===== src/rtl/brk_pkg.sv =====
package brk_pkg;
  typedef enum logic [1:0] {
    stIdle  = 2'd0,
    stBreak = 2'd1,
    stGap   = 2'd2
  } brkState_t;

  typedef struct packed {
    logic load;
    logic dec;
  } brkStrobe_t;
endpackage


===== src/rtl/brk_datapath.sv =====
module brk_datapath import brk_pkg::*; #(
  parameter int ShortBase = 10,
  parameter int LongBase  = 13,
  parameter int MaxLen    = 14,
  localparam int CntW     = $clog2(MaxLen)
) (
  input  logic       clk,
  input  logic       rstN,
  input  brkStrobe_t strobe,
  input  logic       longBreak,
  input  logic       nineBit,
  input  logic       parityOn,
  output logic       lastBit
);
  logic [CntW-1:0] cnt;
  logic [CntW-1:0] loadVal;

  always_comb begin
    if (longBreak)
      loadVal = CntW'(LongBase - 1 + int'(nineBit));
    else
      loadVal = CntW'(ShortBase - 1 + int'(nineBit) + int'(parityOn));
  end

  always_ff @(posedge clk or negedge rstN) begin
    if (!rstN)           cnt <= '0;
    else if (strobe.load) cnt <= loadVal;
    else if (strobe.dec)  cnt <= cnt - 1'b1;
  end

  assign lastBit = (cnt == '0);

  // a freshly loaded count lies in the legal length range
  a_r3_len_range: assert property (@(posedge clk) disable iff (!rstN)
    strobe.load |=> (cnt >= CntW'(ShortBase - 1)) && (cnt <= CntW'(MaxLen - 1)));

  // long-break low never loads a long count
  a_r2_short_max: assert property (@(posedge clk) disable iff (!rstN)
    (strobe.load && !longBreak) |=> cnt <= CntW'(ShortBase + 1));
endmodule


===== src/rtl/brk_control.sv =====
module brk_control import brk_pkg::*; (
  input  logic       clk,
  input  logic       rstN,
  input  logic       bitTick,
  input  logic       sendBreak,
  input  logic       cardMode,
  input  logic       dataBusy,
  input  logic       lastBit,
  output brkStrobe_t strobe,
  output logic       txLine,
  output logic       breakBusy
);
  brkState_t state, stateNext;
  logic      reqOk;

  assign reqOk = sendBreak && !cardMode;

  always_comb begin
    stateNext   = state;
    strobe.load = 1'b0;
    strobe.dec  = 1'b0;
    if (bitTick) begin
      unique case (state)
        stIdle: if (reqOk && !dataBusy) begin
          stateNext   = stBreak;
          strobe.load = 1'b1;
        end
        stBreak: begin
          if (!lastBit)   strobe.dec = 1'b1;
          else if (reqOk) strobe.load = 1'b1;
          else            stateNext = stGap;
        end
        stGap:   stateNext = stIdle;
        default: stateNext = stIdle;
      endcase
    end
  end

  always_ff @(posedge clk or negedge rstN) begin
    if (!rstN) state <= stIdle;
    else       state <= stateNext;
  end

  assign txLine    = (state != stBreak);
  assign breakBusy = (state == stBreak);

  a_r6_card_blocks: assert property (@(posedge clk) disable iff (!rstN)
    (state == stIdle && cardMode) |=> state != stBreak);

  a_r7_wait_data: assert property (@(posedge clk) disable iff (!rstN)
    (state == stIdle && dataBusy) |=> state != stBreak);

  a_r5_gap_after: assert property (@(posedge clk) disable iff (!rstN)
    (state == stBreak && lastBit && bitTick && !sendBreak) |=> (state == stGap && txLine));

  a_r4_chain: assert property (@(posedge clk) disable iff (!rstN)
    (state == stBreak && lastBit && bitTick && reqOk) |=> breakBusy);

  a_r8_tick_only: assert property (@(posedge clk) disable iff (!rstN)
    !bitTick |=> ($stable(txLine) && $stable(breakBusy)));
endmodule


===== src/rtl/brk_tx_top.sv =====
module brk_tx_top import brk_pkg::*; (
  input  logic clk,
  input  logic rstN,
  input  logic bitTick,
  input  logic sendBreak,
  input  logic longBreak,
  input  logic nineBit,
  input  logic parityOn,
  input  logic cardMode,
  input  logic dataBusy,
  output logic txLine,
  output logic breakBusy
);
  brkStrobe_t strobe;
  logic       lastBit;

  brk_control u_ctrl (
    .clk(clk), .rstN(rstN), .bitTick(bitTick), .sendBreak(sendBreak),
    .cardMode(cardMode), .dataBusy(dataBusy), .lastBit(lastBit),
    .strobe(strobe), .txLine(txLine), .breakBusy(breakBusy)
  );

  brk_datapath u_dp (
    .clk(clk), .rstN(rstN), .strobe(strobe), .longBreak(longBreak),
    .nineBit(nineBit), .parityOn(parityOn), .lastBit(lastBit)
  );
endmodule


===== config.mk =====
export PLATFORM = sky130hd
export DESIGN_NAME = brk_tx_top
export DESIGN_NICKNAME = d
export VERILOG_FILES = /design/src/rtl/brk_pkg.sv /design/src/rtl/brk_datapath.sv /design/src/rtl/brk_control.sv /design/src/rtl/brk_tx_top.sv
export SDC_FILE = /design/constraint.sdc
export NUM_CORES = 1
export LEC_CHECK = 0
export ABC_CLOCK_PERIOD_IN_PS = 2300
export BUFFER_PORTS_ARGS = -buffer_cell sky130_fd_sc_hd__buf_2
export CAP_MARGIN = 30
export CORE_AREA = 2 2 39 41
export DETAILED_ROUTE_END_ITERATION = 16
export DIE_AREA = 0 0 41 43
export PLACE_DENSITY_LB_ADDON = 0.15
export SETUP_SLACK_MARGIN = 0.02
export SKIP_CTS_REPAIR_TIMING = 1
export SLEW_MARGIN = 0
export SYNTH_ARGS = -nofsm -noshare
export SYNTH_HDL_FRONTEND = slang
export SYNTH_HIERARCHICAL = 1
export SYNTH_SLANG_ARGS = --single-unit

===== constraint.sdc =====
create_clock -name clk -period 2.3 [get_ports clk]
set_input_delay 0.115 -clock clk [delete_from_list [all_inputs] [get_ports clk]]
set_output_delay 0.115 -clock clk [all_outputs]
set_load 0.005 [all_outputs]

== Yosys cells after proc, flatten, opt, wreduce, memory -nomap -nowiden ==
Cells that the tools add are included.
Widths: inputs -> output; s select.
Operators by class
  $add $sub $neg: 4
  equal/unequal tests: 5
  multiplexer cells: 14
  reduce and logical (&&, ||, !) cells: 8
Operators with widths (count)
  $mux 4: 3
  $add 4x1->4 const A: 2
  $mux 2: 4
  $ne 2x1->1 const B: 3
  $mux 1: 5
  $add 4x2->4: 1
  $logic_not 4->1: 1
  $pmux 2 s2: 1
  $reduce_and 4->1: 1
  $sub 4x1->4 const B: 1
  $eq 2x1->1 const B: 1
  $logic_and 1x1->1: 2
  $logic_not 1->1: 2
  $logic_not 2->1: 1
  $ne 2x2->1 const B: 1
  $pmux 1 s2: 1
  $reduce_bool 2->1: 1
Storage, ports and cells
  register bits: 6
  input port bits: 9
  output and inout bits: 2
  logic and storage cells: 33

== Depth between registers and ports, before layout ==
Gate-level depths: netlist of run 1.
  depth after elaboration: 8
  gate-level depth with buffers: 7
  depth with buffers taken out: 7

== By module ==
Netlist of run 1, hierarchy kept.
By module, submodules not included
  brk_datapath: instances 1, cells each 26, area each 256.5 µm², sequential area each 100.1 µm²
  brk_control: instances 1, cells each 16, area each 141.4 µm², sequential area each 50.0 µm²

== Worst setup path after synthesis of run 1 ==
No wires, ideal clock.
  kind: register -> register
  start point: register u_dp.cnt[0]
  end point: register u_dp.cnt[3]
  setup time: 0.121 ns
  arrival: 1.706 ns
  required time: 2.179 ns
  setup slack: 0.472 ns
  stages on the path, launching flop included: 8
  path buffers: 0
  clock period less this slack: 1.828 ns
  cell sequence: dfrtp_1 -> inv_1 -> ha_1 -> nor3b_1 -> nor3b_1 -> nor4b_4 -> xnor2_1 -> nand2b_1
RTL lines
  from (decl): line brk_datapath.sv:15  | logic [CntW-1:0] cnt;
  from (signal assigned): line brk_datapath.sv:27  | else if (strobe.load) cnt <= loadVal;
  from (signal assigned): line brk_datapath.sv:28  | else if (strobe.dec) cnt <= cnt - 1'b1;

==> results_dict.tcl, run 1 <==
set metrics [dict create \
    num_antenna_cells 0 \
    vias_per_cell 4.50 \
    synthArstFlopShare 1.00 \
    max_freq_mhz 569 \
    design_power_total_uw 519 \
    dieArea_sq_um 1760 \
    dp_cells 70 \
    fin_crit_ns 1.76 \
    firstDrtPassIters 4 \
    synthFlopType "dfrtp_1" \
    place_area_sq_um 483 \
    synth_fp_nets 53 \
    antenna_found_initial 0 \
    relSlewSlack 0.738 \
    vias 333 \
    placementRows 14 \
    final.fill_count 150 \
    yosysWarnings 6 \
    vdd_drop_max_mv 0.471 \
    path_max_fanout 7 \
    setup_viol 0 \
    hold_start "dataBusy" \
    max_stage_delay_ns 0.41 \
    grt.total_usage 0.117 \
    fin_tns_setup_ns 0 \
    tightest_slew_ns 0.392 \
    route.met2.wl_microns 323 \
    cp-end-kind "register" \
    clock_latency_ns 0.24 \
    p_per_area_nw_per_um2 1010 \
    grt_max_degree 8 \
    rsz0062_at_grt "no" \
    ys_types 21 \
    path_class "register to register" \
    grt_overflow 0 \
    wl_microns 709 \
    preCtsSetupSlack_ns 0.535 \
    p_leak_uw 0.000242 \
    drt-met1-wl_microns 340 \
    status "completed" \
    fin_crit_sh 0.764 \
    crit_chain "inv_1 > ha_1 > nor3b_1 > a21oi_1 > nor3_1 > buf_4 > o21ai_0 > o21a_1" \
    fin_worst_skew_ns 0.00180 \
    fin_cells 74 \
    yosys.area.top_type "dfrtp_1" \
    cts-htree-levels 1 \
    syn_inst 42 \
    r2r-end "u_dp/cnt[1]" \
    netlist.area_leader.share 0.377 \
    drive_gt1_frac 0.345 \
    avgSynthCellArea_sq_um 9.47 \
    max_cap_violations 0 \
    stdcell_area_sq_um 515 \
    synth_area_sq_um 398 \
    cp-start-kind "register" \
    first_global_vias 346 \
    dr.max_layer_used "met4" \
    whs_path_depth 2 \
    synth_edf_count 0 \
    clk_path_buf_depth 2 \
    clk_pin_slew_ns 0.05 \
    cts_sinks 6 \
    hold_path_class "input port to register" \
    drtIter0Drc 4 \
    cts_root_buf "clkbuf_4" \
    wl_per_cell_microns 9.58 \
    pin_count 11 \
    syn2layout_area_growth_pct 29.6 \
    die_h_microns 43 \
    grt_first_pass_wirelength_microns 1370 \
    worst_hold_path.endpoint "u_ctrl/state[0]" \
    required_ns 2.43 \
    dr_wl_met3_microns 40 \
    ys_seq_area_frac 0.377 \
    cts_tree "yes" \
    hold_viol 0 \
    final_max_slew_viol_count 0 \
    reg2reg_slack_ns 0.54 \
    slowest_stage "dfrtp_1" \
    nNetsFinal 71 \
    synth.most_common_cell "dfrtp_1" \
    core-area_sq_um 1380 \
    worstPathArrival_ns 1.89 \
    postRouteAntennaNets 0 \
    drc 0 \
    reg2reg_from "u_dp/cnt[0]" \
    cp_num_buf_inv 2 \
    ys_top_cells_by_area "dfrtp_1 (38%), ha_1 (6.3%), nor4b_4 (6.0%)" \
    gp_congestion 0.599 \
    ff2ff_path_depth 8 \
    fin_ws_ns 0.543 \
    synth-seq-cells 6 \
    ys_top_cells_by_count "dfrtp_1 (6), inv_1 (5), nand2_1 (5)" \
    port_buffers 10 \
    numCtsBuffers 3 \
    crit_family "simple AND/OR/NAND/NOR gates" \
    start_util 0.288 \
    dieWidth_microns 41 \
]
==> flip-flops by register name (all words and copies together) (netlist names) <==
register,count
u_dp/cnt,4
u_ctrl/state,2
==> per-stage QoR <==
stage | util | hold WS, ns
detailed placement | 0.349 | -0.0535
floorplan | - | -0.181
global route | 0.373 | 0.0823
finish | 0.373 | 0.0861
global placement | 0.349 | -0.0512
CTS | 0.365 | -0.320
==> report_power, final <==
part           total [uW]  switching (uW)  internal [uW]  leakage [uW]
Combinational         219             103            116      0.000158
Sequential            203            50.4            153     0.0000705
Clock                97.0            37.9           59.0     0.0000138
==> cell type report <==
type,count,area (sq um),share of cell area
Multi-Input combinational cell,30,225,0.437
Tap cell,16,20.0,0.0388
Timing Repair Buffer,13,75.1,0.146
Inverter,6,22.5,0.0437
Sequential cell,6,150,0.291
Clock buffer,3,22.5,0.0437
==> worst max-delay path by stage <==
stage | from | end | slack (ns) | cells past startpoint
CTS | u_dp/cnt[0] | u_dp/cnt[1] | 0.52 | 8
finish | u_dp/cnt[0] | u_dp/cnt[1] | 0.54 | 8
detailed placement | u_dp/cnt[0] | u_dp/cnt[1] | 0.54 | 8
floorplan | u_dp/cnt[0] | u_dp/cnt[3] | 0.47 | 7
global route | u_dp/cnt[1] | u_dp/cnt[1] | 0.33 | 8
global placement | u_dp/cnt[0] | u_dp/cnt[1] | 0.50 | 8
==> placed cells by master (no fill, tap or decap) <==
cell	instances
dfrtp_1	6
nand2_1	5
nand2b_1	1
dlygate4sd3_1	1
nand2_2	1
o31ai_1	1
inv_2	1
ha_1	2
nor2_1	3
a21oi_1	3
buf_2	10
clkbuf_4	3
o211ai_1	1
mux2i_1	1
inv_1	5
o32ai_2	1
nor3_1	1
nor4b_4	1
buf_4	2
nor2b_4	1
nor3b_1	2
o21ai_0	2
xor2_1	2
o21a_1	1
xnor2_1	1
==> cell families after synthesis <==
group                    synth area share
AND/OR/NAND/NOR                     0.252
XOR/XNOR                           0.0660
flip-flops                          0.377
adder cells (fa/ha/maj)            0.0629
multiplexers                       0.0252
buffers and inverters              0.0566
AO/OA/AOI/OAI                       0.160
==> layer usage <==
| layer | track usage | vias to the layer above |
|---|---|---|
| met5 | 0 | - |
| met4 | 0.100 | 0 |
| met3 | 0.0157 | 2 |
| met2 | 0.153 | 8 |
| met1 | 0.161 | 150 |
| li1 | - | 173 |
Power figures use the tool's default switching activity.
==> inputs of run 2 (changes only) <==
Settings changed: ABC_CLOCK_PERIOD_IN_PS 2300 to 1770.
Clock period 2.3 ns to 1.77 ns, I/O delays scaled along.
==> run 2 against run 1 <==
Clock power rose by 23%; core utilization rose by 4.2 points; sequential power rose by 25%; largest cell class unchanged; hold slack got worse by 0.020 ns; critical path depth did not move; critical endpoint is now u_dp/cnt[3]; fmax rose by 6.4%; routed wire length rose by 6.1%; first-iteration DRC count rose by 50%; setup slack got worse by 0.42 ns.
==> results_dict.tcl, run 2 (synthesized netlist as in run 1, its figures left out) <==
set metrics [dict create \
    required_ns 1.89 \
    drive_gt1_frac 0.452 \
    largest_reg_flops 4 \
    clock_latency_ns 0.24 \
    drtIter0Drc 6 \
    fin_ws_ns 0.118 \
    max_freq_mhz 605 \
    status "completed" \
    cts_sinks 6 \
    core-area_sq_um 1380 \
    fin_crit_ns 1.65 \
    wl_microns 752 \
    largestRegisters "u_dp/cnt x4, u_ctrl/state x2" \
    port_buffers 10 \
    use_met2 0.156 \
    vias_per_cell 4.49 \
    use_met1 0.160 \
    grt_max_degree 8 \
    grt.total_usage 0.118 \
    pin_count 11 \
    path_class "register to register" \
    multi_input_area_sq_um 249 \
    fin_crit_sh 0.933 \
    max_cap_violations 0 \
    cts_root_buf "clkbuf_4" \
    nNetsFinal 75 \
    preCtsSetupSlack_ns 0.0324 \
    dieArea_sq_um 1760 \
    cts-htree-levels 1 \
    wl_per_cell_microns 9.64 \
    final.fill_count 149 \
    final_cell_mix "buf_2 (10), dfrtp_1 (6), inv_1 (5), nand2_1 (5), buf_4 (5)" \
    numCtsBuffers 3 \
    cp-end-kind "register" \
    die_h_microns 43 \
    top_register "u_dp/cnt" \
    final_common_cell "buf_2" \
    start_util 0.288 \
    crit_chain "inv_1 > ha_2 > nor3b_2 > buf_4 > nor3b_4 > nor4b_4 > xnor2_1 > nand2b_1" \
    cp-start-kind "register" \
    path_max_fanout 3 \
    vdd_drop_max_mv 0.458 \
    placementRows 14 \
    hold_path_class "input port to register" \
    fin_util 0.414 \
    slowest_stage "dfrtp_1" \
    clk_path_buf_depth 2 \
    crit_family "simple AND/OR/NAND/NOR gates" \
    syn2layout_area_growth_pct 44.0 \
    fin_cells 78 \
    grt.busiest_layer "met1" \
    vias 350 \
    max_stage_delay_ns 0.35 \
    place_hpwl_microns 613 \
    dieWidth_microns 41 \
    final_max_slew_viol_count 0 \
    drc 0 \
    gp_congestion 0.651 \
    use_met3 0.0471 \
    firstDrtPassIters 4 \
    clk_pin_slew_ns 0.04 \
    rsz0062_at_grt "yes" \
    worstPathArrival_ns 1.77 \
    dp_cells 73 \
    setup_viol 0 \
    postRouteAntennaNets 0 \
    p_per_area_nw_per_um2 1340 \
    grt_first_pass_wirelength_microns 1340 \
    first_global_vias 311 \
    tightest_slew_ns 0.233 \
    hold_viol 0 \
    fin_worst_skew_ns 0.00250 \
    regArea_sq_um 150 \
    p_leak_uw 0.000267 \
    relSlewSlack 0.843 \
    antenna_found_initial 0 \
    cp_num_buf_inv 2 \
    cts_tree "yes" \
    grt_overflow 0 \
    num_antenna_cells 0 \
]
-- run 2: path summary, 6_finish.rpt --
path,end,startpoint,cells past startpoint,slack (ns)
worst min register to register,u_dp/cnt[3],u_dp/cnt[3],2,0.54
min in group asynchronous,u_dp/cnt[2],rstN,2,0.20
worst max register to register,u_dp/cnt[3],u_dp/cnt[0],8,0.12
worst max-delay path,u_dp/cnt[3],u_dp/cnt[0],8,0.12
max in group asynchronous,u_dp/cnt[0],rstN,2,1.42
worst min-delay path,u_ctrl/state[0],dataBusy,2,0.07
-- run 2: cell type report --
class | instances | share of cell area
timing repair buffer | 17 | 0.190
clock buffer | 3 | 0.0393
inverter | 6 | 0.0393
tap | 16 | 0.0349
multi-input combinational | 30 | 0.434
sequential | 6 | 0.262
-- run 2: metal layers --
| metal | up-vias | share of wire |
|---|---|---|
| met1 | 158 | 0.45 |
| met4 | 0 | 0 |
| met5 | - | 0 |
| met2 | 8 | 0.50 |
| li1 | 184 | - |
| met3 | 0 | 0.045 |
-- run 2: report_power, final --
part | internal (uW) | leakage (uW) | switching (uW)
clock network | 76.2 | 0.0000138 | 42.7
logic | 216 | 0.000183 | 182
registers | 199 | 0.0000705 | 54.5
-- run 2: worst register-to-register path: cells and delay by family (launching register included) --
kind / cells / cell delay (ns)
xor gates and xnor gates: 1 / 0.16
adders and majority gates: 1 / 0.17
buffers and inverters: 2 / 0.20
DFF: 1 / 0.35
and+or+nand+nor: 4 / 0.65
-- run 2: metrics by stage --
step	instance area (sq um)	total power, uW	hold WS (ns)	TNS [ns]
after floorplan	403	465	-0.207	-0.0576
after global placement	510	597	-0.0797	0
after detailed placement	510	602	-0.0791	0
after CTS	533	731	-0.337	-0.0126
after global routing	573	862	0.0633	0
final	573	770	0.0664	0
